[src/rtl/tukey_bsf_pkg.sv]
package tukey_bsf_pkg;
  localparam int TAPS  = 45;
  localparam int EDGE  = 13;                   // last tap of the rising taper
  localparam int PEAK  = 32;
  localparam int FALL0 = TAPS - 1 - EDGE;      // first tap where mirroring applies
  localparam int NGRP  = 9;                    // constant-slope runs
  localparam int DW    = $clog2(PEAK) + 2;     // signed per-clock correction

  function automatic int coef(int k);
    int m;
    if (k < 0 || k >= TAPS) return 0;
    m = (k > FALL0) ? TAPS - 1 - k : k;
    case (m)
      0: return 1;   1: return 3;   2: return 5;   3: return 7;
      4: return 10;  5: return 13;  6: return 16;  7: return 19;
      8: return 22;  9: return 25;  10: return 27; 11: return 29;
      12: return 31;
      default: return PEAK;
    endcase
  endfunction

  function automatic int coef_total();
    int s = 0;
    for (int k = 0; k < TAPS; k++) s += coef(k);
    return s;
  endfunction

  localparam int TOTAL = coef_total();
  localparam int SUM_W = $clog2(TOTAL + 1);
  localparam int CW    = $clog2(TAPS + 1);

  // slope run g covers history taps [lo, lo+len-1]; weight = w(k+1)-w(k)
  function automatic int grp_lo(int g);
    case (g)
      0: return 0;  1: return 3;  2: return 9;  3: return 12;
      4: return 31; 5: return 32; 6: return 35; 7: return 41;
      default: return 44;
    endcase
  endfunction

  function automatic int grp_len(int g);
    case (g)
      1, 6: return 6;
      3, 4, 8: return 1;
      default: return 3;
    endcase
  endfunction

  function automatic int grp_wt(int g);
    case (g)
      0, 2: return 2;
      1: return 3;
      3: return 1;
      4: return -1;
      5, 7: return -2;
      6: return -3;
      default: return -1;
    endcase
  endfunction
endpackage

[src/rtl/tukey_bsf_hist.sv]
module tukey_bsf_hist
  import tukey_bsf_pkg::*;
(
  input  logic            clk_i,
  input  logic            rst_ni,
  input  logic            clr_i,
  input  logic            bit_i,
  output logic [TAPS-1:0] hist_o
);
  logic [TAPS-1:0] hist_q;

  always_ff @(posedge clk_i or negedge rst_ni) begin
    if (!rst_ni)    hist_q <= '0;
    else if (clr_i) hist_q <= '0;
    else            hist_q <= {hist_q[TAPS-2:0], bit_i};
  end

  assign hist_o = hist_q;
endmodule

[src/rtl/tukey_bsf_slope.sv]
module tukey_bsf_slope
  import tukey_bsf_pkg::*;
(
  input  logic                 bit_i,
  input  logic [TAPS-1:0]      hist_i,
  output logic signed [DW-1:0] delta_o
);
  localparam int CNT_W = $clog2(TAPS + 1);

  logic signed [DW-1:0] part [NGRP+1];

  assign part[0] = {{(DW-1){1'b0}}, bit_i};

  for (genvar g = 0; g < NGRP; g++) begin : g_run
    localparam int LO = grp_lo(g);
    localparam int HI = LO + grp_len(g) - 1;
    localparam int WT = grp_wt(g);

    logic [CNT_W-1:0]     ones;
    logic signed [DW-1:0] term;

    always_comb begin
      ones = '0;
      for (int k = 0; k < TAPS; k++)
        if (k >= LO && k <= HI) ones = ones + CNT_W'(hist_i[k]);
    end

    assign term        = DW'(WT * int'(ones));
    assign part[g + 1] = part[g] + term;
  end

  assign delta_o = part[NGRP];
endmodule

[src/rtl/tukey_bsf_acc.sv]
module tukey_bsf_acc
  import tukey_bsf_pkg::*;
(
  input  logic                 clk_i,
  input  logic                 rst_ni,
  input  logic                 clr_i,
  input  logic signed [DW-1:0] delta_i,
  output logic [SUM_W-1:0]     sum_o
);
  logic [SUM_W-1:0] sum_q;

  // true result is always in range, so modular add at SUM_W is exact
  always_ff @(posedge clk_i or negedge rst_ni) begin
    if (!rst_ni)    sum_q <= '0;
    else if (clr_i) sum_q <= '0;
    else            sum_q <= sum_q + SUM_W'(delta_i);
  end

  assign sum_o = sum_q;
endmodule

[src/rtl/tukey_bsf_fill.sv]
module tukey_bsf_fill
  import tukey_bsf_pkg::*;
(
  input  logic clk_i,
  input  logic rst_ni,
  input  logic clr_i,
  output logic full_o
);
  logic [CW-1:0] cnt_q;

  always_ff @(posedge clk_i or negedge rst_ni) begin
    if (!rst_ni)                   cnt_q <= '0;
    else if (clr_i)                cnt_q <= '0;
    else if (cnt_q != CW'(TAPS))   cnt_q <= cnt_q + 1'b1;
  end

  assign full_o = (cnt_q == CW'(TAPS));
endmodule

[src/rtl/tukey_bitstream_filter.sv]
module tukey_bitstream_filter
  import tukey_bsf_pkg::*;
(
  input  logic             clk_i,
  input  logic             rst_ni,
  input  logic             clr_i,
  input  logic             bit_i,
  output logic [SUM_W-1:0] sample_o,
  output logic             valid_o
);
  logic [TAPS-1:0]      hist_q;
  logic signed [DW-1:0] delta;

  tukey_bsf_hist u_hist (
    .clk_i  (clk_i),
    .rst_ni (rst_ni),
    .clr_i  (clr_i),
    .bit_i  (bit_i),
    .hist_o (hist_q)
  );

  tukey_bsf_slope u_slope (
    .bit_i   (bit_i),
    .hist_i  (hist_q),
    .delta_o (delta)
  );

  tukey_bsf_acc u_acc (
    .clk_i   (clk_i),
    .rst_ni  (rst_ni),
    .clr_i   (clr_i),
    .delta_i (delta),
    .sum_o   (sample_o)
  );

  tukey_bsf_fill u_fill (
    .clk_i  (clk_i),
    .rst_ni (rst_ni),
    .clr_i  (clr_i),
    .full_o (valid_o)
  );
endmodule

[config.mk]
export PLATFORM = sky130hd
export DESIGN_NAME = tukey_bitstream_filter
export DESIGN_NICKNAME = d
export VERILOG_FILES = /design/src/rtl/tukey_bsf_pkg.sv /design/src/rtl/tukey_bsf_hist.sv /design/src/rtl/tukey_bsf_slope.sv /design/src/rtl/tukey_bsf_acc.sv /design/src/rtl/tukey_bsf_fill.sv /design/src/rtl/tukey_bitstream_filter.sv
export SDC_FILE = /design/constraint.sdc
export NUM_CORES = 1
export LEC_CHECK = 0
export CAP_MARGIN = 30
export CORE_MARGIN = 1.5
export CORE_UTILIZATION = 55
export CTS_CLUSTER_SIZE = 16
export DETAILED_ROUTE_END_ITERATION = 10
export HOLD_SLACK_MARGIN = 0.05
export PLACE_DENSITY_LB_ADDON = 0.3
export RECOVER_POWER = 25
export SETUP_SLACK_MARGIN = 0.3
export SLEW_MARGIN = 15
export SYNTH_ARGS = -nofsm -noshare
export SYNTH_HDL_FRONTEND = slang
export SYNTH_SLANG_ARGS = --single-unit
[constraint.sdc]
create_clock -name clk_i -period 8.5 [get_ports clk_i]
set_input_delay 1.275 -clock clk_i [delete_from_list [all_inputs] [get_ports clk_i]]
set_output_delay 1.275 -clock clk_i [all_outputs]
set_load 0.03 [all_outputs]
### Yosys cells after proc, flatten, opt, wreduce, memory -nomap -nowiden

Index checks and enable logic that the tools add are counted.
Widths: inputs -> output; s select.

* ROM bits: 0
* input bits: 4
* memories kept: 0
* output and inout bits: 12
* latch bits: 0
* word-level logic and storage cells: 45
* bits in writable memories: 0
* register bits after elaboration: 62

* $lt $le $gt $ge: 0
* multiplexer cells: 4
* $mul: 2
* equal/unequal tests: 2
* bitwise gates (word level): 0
* add/subtract/negate cells: 33
* div/mod/pow operators: 0
* reductions and logical operators: 1
* shift operators: 0

Operators with widths (number)
* $add 6x1->6: 12
* $add 7x7->7: 7
* $mux 45: 1
* $neg 1->7: 2
* $add 1x1->2: 6
* $mux 6: 2
* $neg 6->6: 2
* $add 11x11->11: 1
* $mux 11: 1
* $add 2x7->7: 1
* $add 7x2->7: 1
* $mul 2x6->7 const A: 1
* $mul 3x7->7 const A: 1
* $add 6x1->6 const B: 1
* $eq 6x6->1 const B: 1
* $ne 6x6->1 const B: 1
* $reduce_bool 2->1: 1

### Longest topological paths before layout

* depth after elaboration: 16
* gate-level depth with buffers: 27
* depth with buffers taken out: 27

### Modules after synthesis

A second synthesis with hierarchy kept.

* cell total of the unflattened synthesis: 333
* area, all modules: 3761.1 um2

Modules (own cells, without submodules)
* tukey_bsf_hist: area an instance 1427.6 um2, cells an instance 94, seq. area each 1126.1 um2, times used 1
* tukey_bsf_slope: area an instance 1216.2 um2, cells an instance 130, seq. area each 0.0 um2, times used 1
* tukey_bsf_acc: area an instance 778.2 um2, cells an instance 75, seq. area each 275.3 um2, times used 1
* tukey_bsf_fill: area an instance 339.1 um2, cells an instance 34, seq. area each 150.1 um2, times used 1

### Worst setup path after synthesis

No wires, ideal clock.

* path type: register -> register
* start: reg u_hist.hist_q[3], in the netlist u_hist.hist_o[3]
* end: reg u_acc.sum_q[10], in the netlist u_acc.sum_o[10]
* buffers on the path: 0
* setup slack: 1.644 ns
* data required time: 8.368 ns
* arrival time: 6.724 ns
* clock period less this slack: 6.856 ns
* stages on the path, launching flop included: 26
* library setup time: 0.132 ns
* path through: dfrtp_1 > ha_1 > inv_1 > fa_1 > fa_1 > inv_1 > fa_1 > ha_1 > fa_1 > fa_1 > fa_1 > inv_1 > fa_1 > inv_1 > ha_1 > fa_1 > a21o_1 > a21oi_1 > xnor2_2 > ha_1 > a21oi_1 > inv_1 > or4_1 > o22ai_1 > xnor2_1 > nor2_1

* cells in the longest elaborated chain, start to end: 16

Ends and longest elaborated chain
* start: declaration: RTL line tukey_bsf_hist.sv:10 `logic [TAPS-1:0] hist_q;`
* start signal: assignment: RTL line tukey_bsf_hist.sv:15 `else hist_q <= {hist_q[TAPS-2:0], bit_i};`
* $add 1x1->2: RTL line tukey_bsf_slope.sv:25 `if (k >= LO && k <= HI) ones = ones + CNT_W'(hist_i[k]);`
* $add 6x1->6 (4 in a row): RTL line tukey_bsf_slope.sv:25
* $mul 2x6->7: RTL line tukey_bsf_slope.sv:28 `assign term = DW'(WT * int'(ones));`
* $add 7x7->7 (2 in a row): RTL line tukey_bsf_slope.sv:29 `assign part[g + 1] = part[g] + term;`
* $add 7x2->7: RTL line tukey_bsf_slope.sv:29
* $add 7x7->7 (5 in a row): RTL line tukey_bsf_slope.sv:29
* $add 11x11->11: RTL line tukey_bsf_acc.sv:16 `else sum_q <= sum_q + SUM_W'(delta_i);`
* $mux 11: RTL line tukey_bsf_acc.sv:15 `else if (clr_i) sum_q <= '0;`
* end signal: assignment: RTL line tukey_bsf_acc.sv:16
* end: declaration: RTL line tukey_bsf_acc.sv:10 `logic [SUM_W-1:0] sum_q;`

Every way passes these cells.
A chain may end at the register's enable or synchronous reset.

### Worst setup path after layout

Same ends and word-level chain as after synthesis.

==> metrics.md <==
| Metric | Value |
|---|---|
| Status | finished with violations |
| Violated checks | capacitance limit, slew limit |
| Antenna diodes | 0 |
| Final Hold Viols | 0 |
| VDD IR max | between 0.09 and 0.1 mV |
| RSZ-0062 raised after global routing | false |
| Cts bufs inserted | 9 |
| Asr flop ratio synth | 100.0% |
| Crit Path Max Fanout | 5 |
| Detailed-route DRC error count | 0 |
| Overall die width | 85.88 um |
| Max Fclk | 0.1395 GHz |
| CP bufs+invs | 5 |
| Setup Skew | around 12 ps |
| WP data arrival | 7370 ps |
| Chip height | between 80 and 90 um |
| Final Max Slew Viols | 63 |
| Synthesized area | around 3800 um2 |
| Initial Util | 56.22% |
| Critical Path Source | u_hist.hist_o[3]$_DFF_PN0_ |
| Seq/Total Area, Yosys | about two fifths |
| Reg2Reg Capture Point | u_acc.sum_o[10]$_DFF_PN0_ |
| Slowest-stage cell, CP | fa_1 |
| Power, Total | roughly 640 uW |
| Cell mode on critical path | fa_1 |
| Final hold slack | 456.8 ps |
| Netlist cell types | 35 |
| Place WS | between 1000 and 1500 ps |
| Min-Delay Endpoint | u_hist.hist_o[28]$_DFF_PN0_ |
| Synth top area cells | dfrtp_1 (41%), ha_1 (15%), fa_1 (15%) |
| Layout cell share with drive strength beyond 1 | ~6% |
| R2r setup slk | 1330 ps |
| Critical Path Sink Type | flop |
| Row cnt | 30 |
| Placed cell area | 4006 um2 |
| Synth Instances | around 340 |
| Highest-count cells in the layout ignoring fill and taps | inv_1 (68), dfrtp_1 (62), ha_1 (45), nor2b_1 (35), nor2_1 (31) |
| Setup Viol. Count Final | 0 |
| Syn-to-layout area delta | 11.20% |
| Mapped Avg Cell Area | approximately 11 um2 |
| Share of Yosys cell area claimed by the top area cell type | about 41% |
| Synth area leader | dfrtp_1 |
| Hold WC Path Type | flop to flop |
| First-pass GRT wire length | 9715 um |
| FF+latch count, synth | between 60 and 70 |
| Leakage Power | 0.002260 uW |
| Final instance area | 4200 um2 |
| Worst-Margin Slew | 3186 ps |
| Vias in the first global route | 2217 |
| Max capacitance violation total | 1 |
| Relative slew margins | -112.4% |
| Net count after synthesis | 419 |
| CTS tree | built |
| Hold_sp | u_hist.hist_o[27]$_DFF_PN0_ |
| Via count | 2174 |
| Final WS setup | approximately 1300 ps |
| Worst-skew pair later-pin latency | 340 ps |
| Total track usage | ~17% |
| Fin Setup TNS | 0 ps |
| Hold Path Depth | 1 |
| Post-DP HPWL | between 3000 and 4000 um |
| M1 WL | around 2800 um |
| Routability cong. | 0.7924 |
| CTS root buffer | clkbuf_8 |
| EDFF count, synth | 0 |
| WL met2 | roughly 2500 um |
| Crit Path Category | flop to flop |
| Total gr overflow | 0 |
| Clk sinks | 62 |
| Port Buffers | 15 |
| # resized after CTS | 0 |
| Drt pass-1 iters | 4 |
| Worst EP required | ~8700 ps |
| Wire per inst | 12.29 um |
| Worst reg-to-reg path cell count | 25 |
| Startpoint types | flop |
| Core ar. | 6719 um2 |
| Vias/cell | 4.853 |
| Layout Nets | 440 |
| Worst path top cell family by delay | adder cells |
| H-tree depth | 3 |
| DRT iter0 DRCs | 50 |
| Met3 WL post-DR | 148 um |
| Initial antenna violation count | 0 |
| Final worst-path cycle share | 84.34% |
| Drt total wl | ~5500 um |
| Min Tclk post-route | 7169 ps |
| R2R Path Start | u_hist.hist_o[3]$_DFF_PN0_ |
| Slowest stage delay, CP | around 550 ps |
| # IOs | 16 |
| Postcts setup bufs | 0 |
| Commonest non-fill, non-tap cell in the layout | inv_1 |
| Antenna viol nets, final | 0 |
| Synth warnings | 0 |
| Top Layer Used | met4 |
| Bufs on Longest Clock Path | 2 |
| Top_reg_cell synth | dfrtp_1 |
| CTS clk-pin slew, worst paths | 80 ps |
| Largest net degree at the start of global routing | 65 |
| Cts hold-fix bufs | 0 |
| PwrDens | ~150 nW/um2 |
| Die area | roughly 7400 um2 |
-- cells by family (layout without fill, tap and decap cells) --
group / Yosys count / after routing / synth area share [%]
adder cells (fa/ha/maj): 74 / 74 / 30.01
AO/OA/AOI/OAI: 26 / 26 / 4.571
buffers and inverters: 75 / 101 / 7.453
flip-flops: 62 / 62 / 41.07
XOR/XNOR: 17 / 17 / 4.505
AND/OR/NAND/NOR: 88 / 88 / 12.39
-- through the flow --
step / cells / utilization, %
2_1_floorplan: 342 / -
3_3_place_gp: 432 / 59.63
3_5_place_dp: 432 / 59.63
4_1_cts: 448 / 62.57
5_1_grt: 448 / 62.51
6_report: 448 / 62.51
-- area by class of cell --
cell class | instances | area (um2)
Fill cell | 535 | 2519
Tap cell | 80 | 100.1
Inverter | 68 | 255.2
Clock buffer | 9 | 123.9
Sequential cell | 62 | 1551
Multi-Input combinational cell | 205 | 1944
Timing Repair Buffer | 17 | 151.4
Clock inverter | 7 | 73.82
-- metal layers --
layer	GRT usage [%]	up-vias
li1	-	1097
met2	26.84	19
met3	4.620	7
met5	0	-
met4	6.891	0
met1	23.20	1051
-- cells in the mapped netlist, drive strengths merged, types with 3 or more instances --
| library cell | n |
|---|---|
| nor2b | 35 |
| nand3 | 6 |
| fa | 28 |
| dfrtp | 62 |
| inv | 68 |
| nand2b | 3 |
| clkbuf | 6 |
| o21ai | 5 |
| nor2 | 31 |
| xor2 | 4 |
| ha | 45 |
| xnor2 | 12 |
| a21o | 5 |
| a21oi | 7 |
-- registers in the layout, indices dropped and copies added (netlist names) --
register       cells
u_acc.sum_o       11
u_hist.hist_o     45
u_fill.cnt_q       6
-- where the power goes --
group | leakage (uW) | total [uW] | internal (uW) | switching, uW
clock | 0.0000996 | 259 | 136 | 123
combinational | 0.00130 | 67.7 | 27.0 | 40.7
sequential | 0.000858 | 309 | 303 | 6.22
total | 0.00226 | 635 | 466 | 170
-- worst max path at each step --
| stage | cells past startpoint | slack (ps) | end |
|---|---|---|---|
| after global placement | 25 | 1520 | u_acc.sum_o[10]$_DFF_PN0_ |
| final | 25 | 1330 | u_acc.sum_o[10]$_DFF_PN0_ |
| after global routing | 25 | 1040 | u_acc.sum_o[10]$_DFF_PN0_ |
| after floorplan | 25 | 1640 | u_acc.sum_o[10]$_DFF_PN0_ |
| after CTS | 25 | 1310 | u_acc.sum_o[10]$_DFF_PN0_ |
| after detailed placement | 25 | 1370 | u_acc.sum_o[10]$_DFF_PN0_ |
No activity file was read; power rests on OpenSTA's default activity.
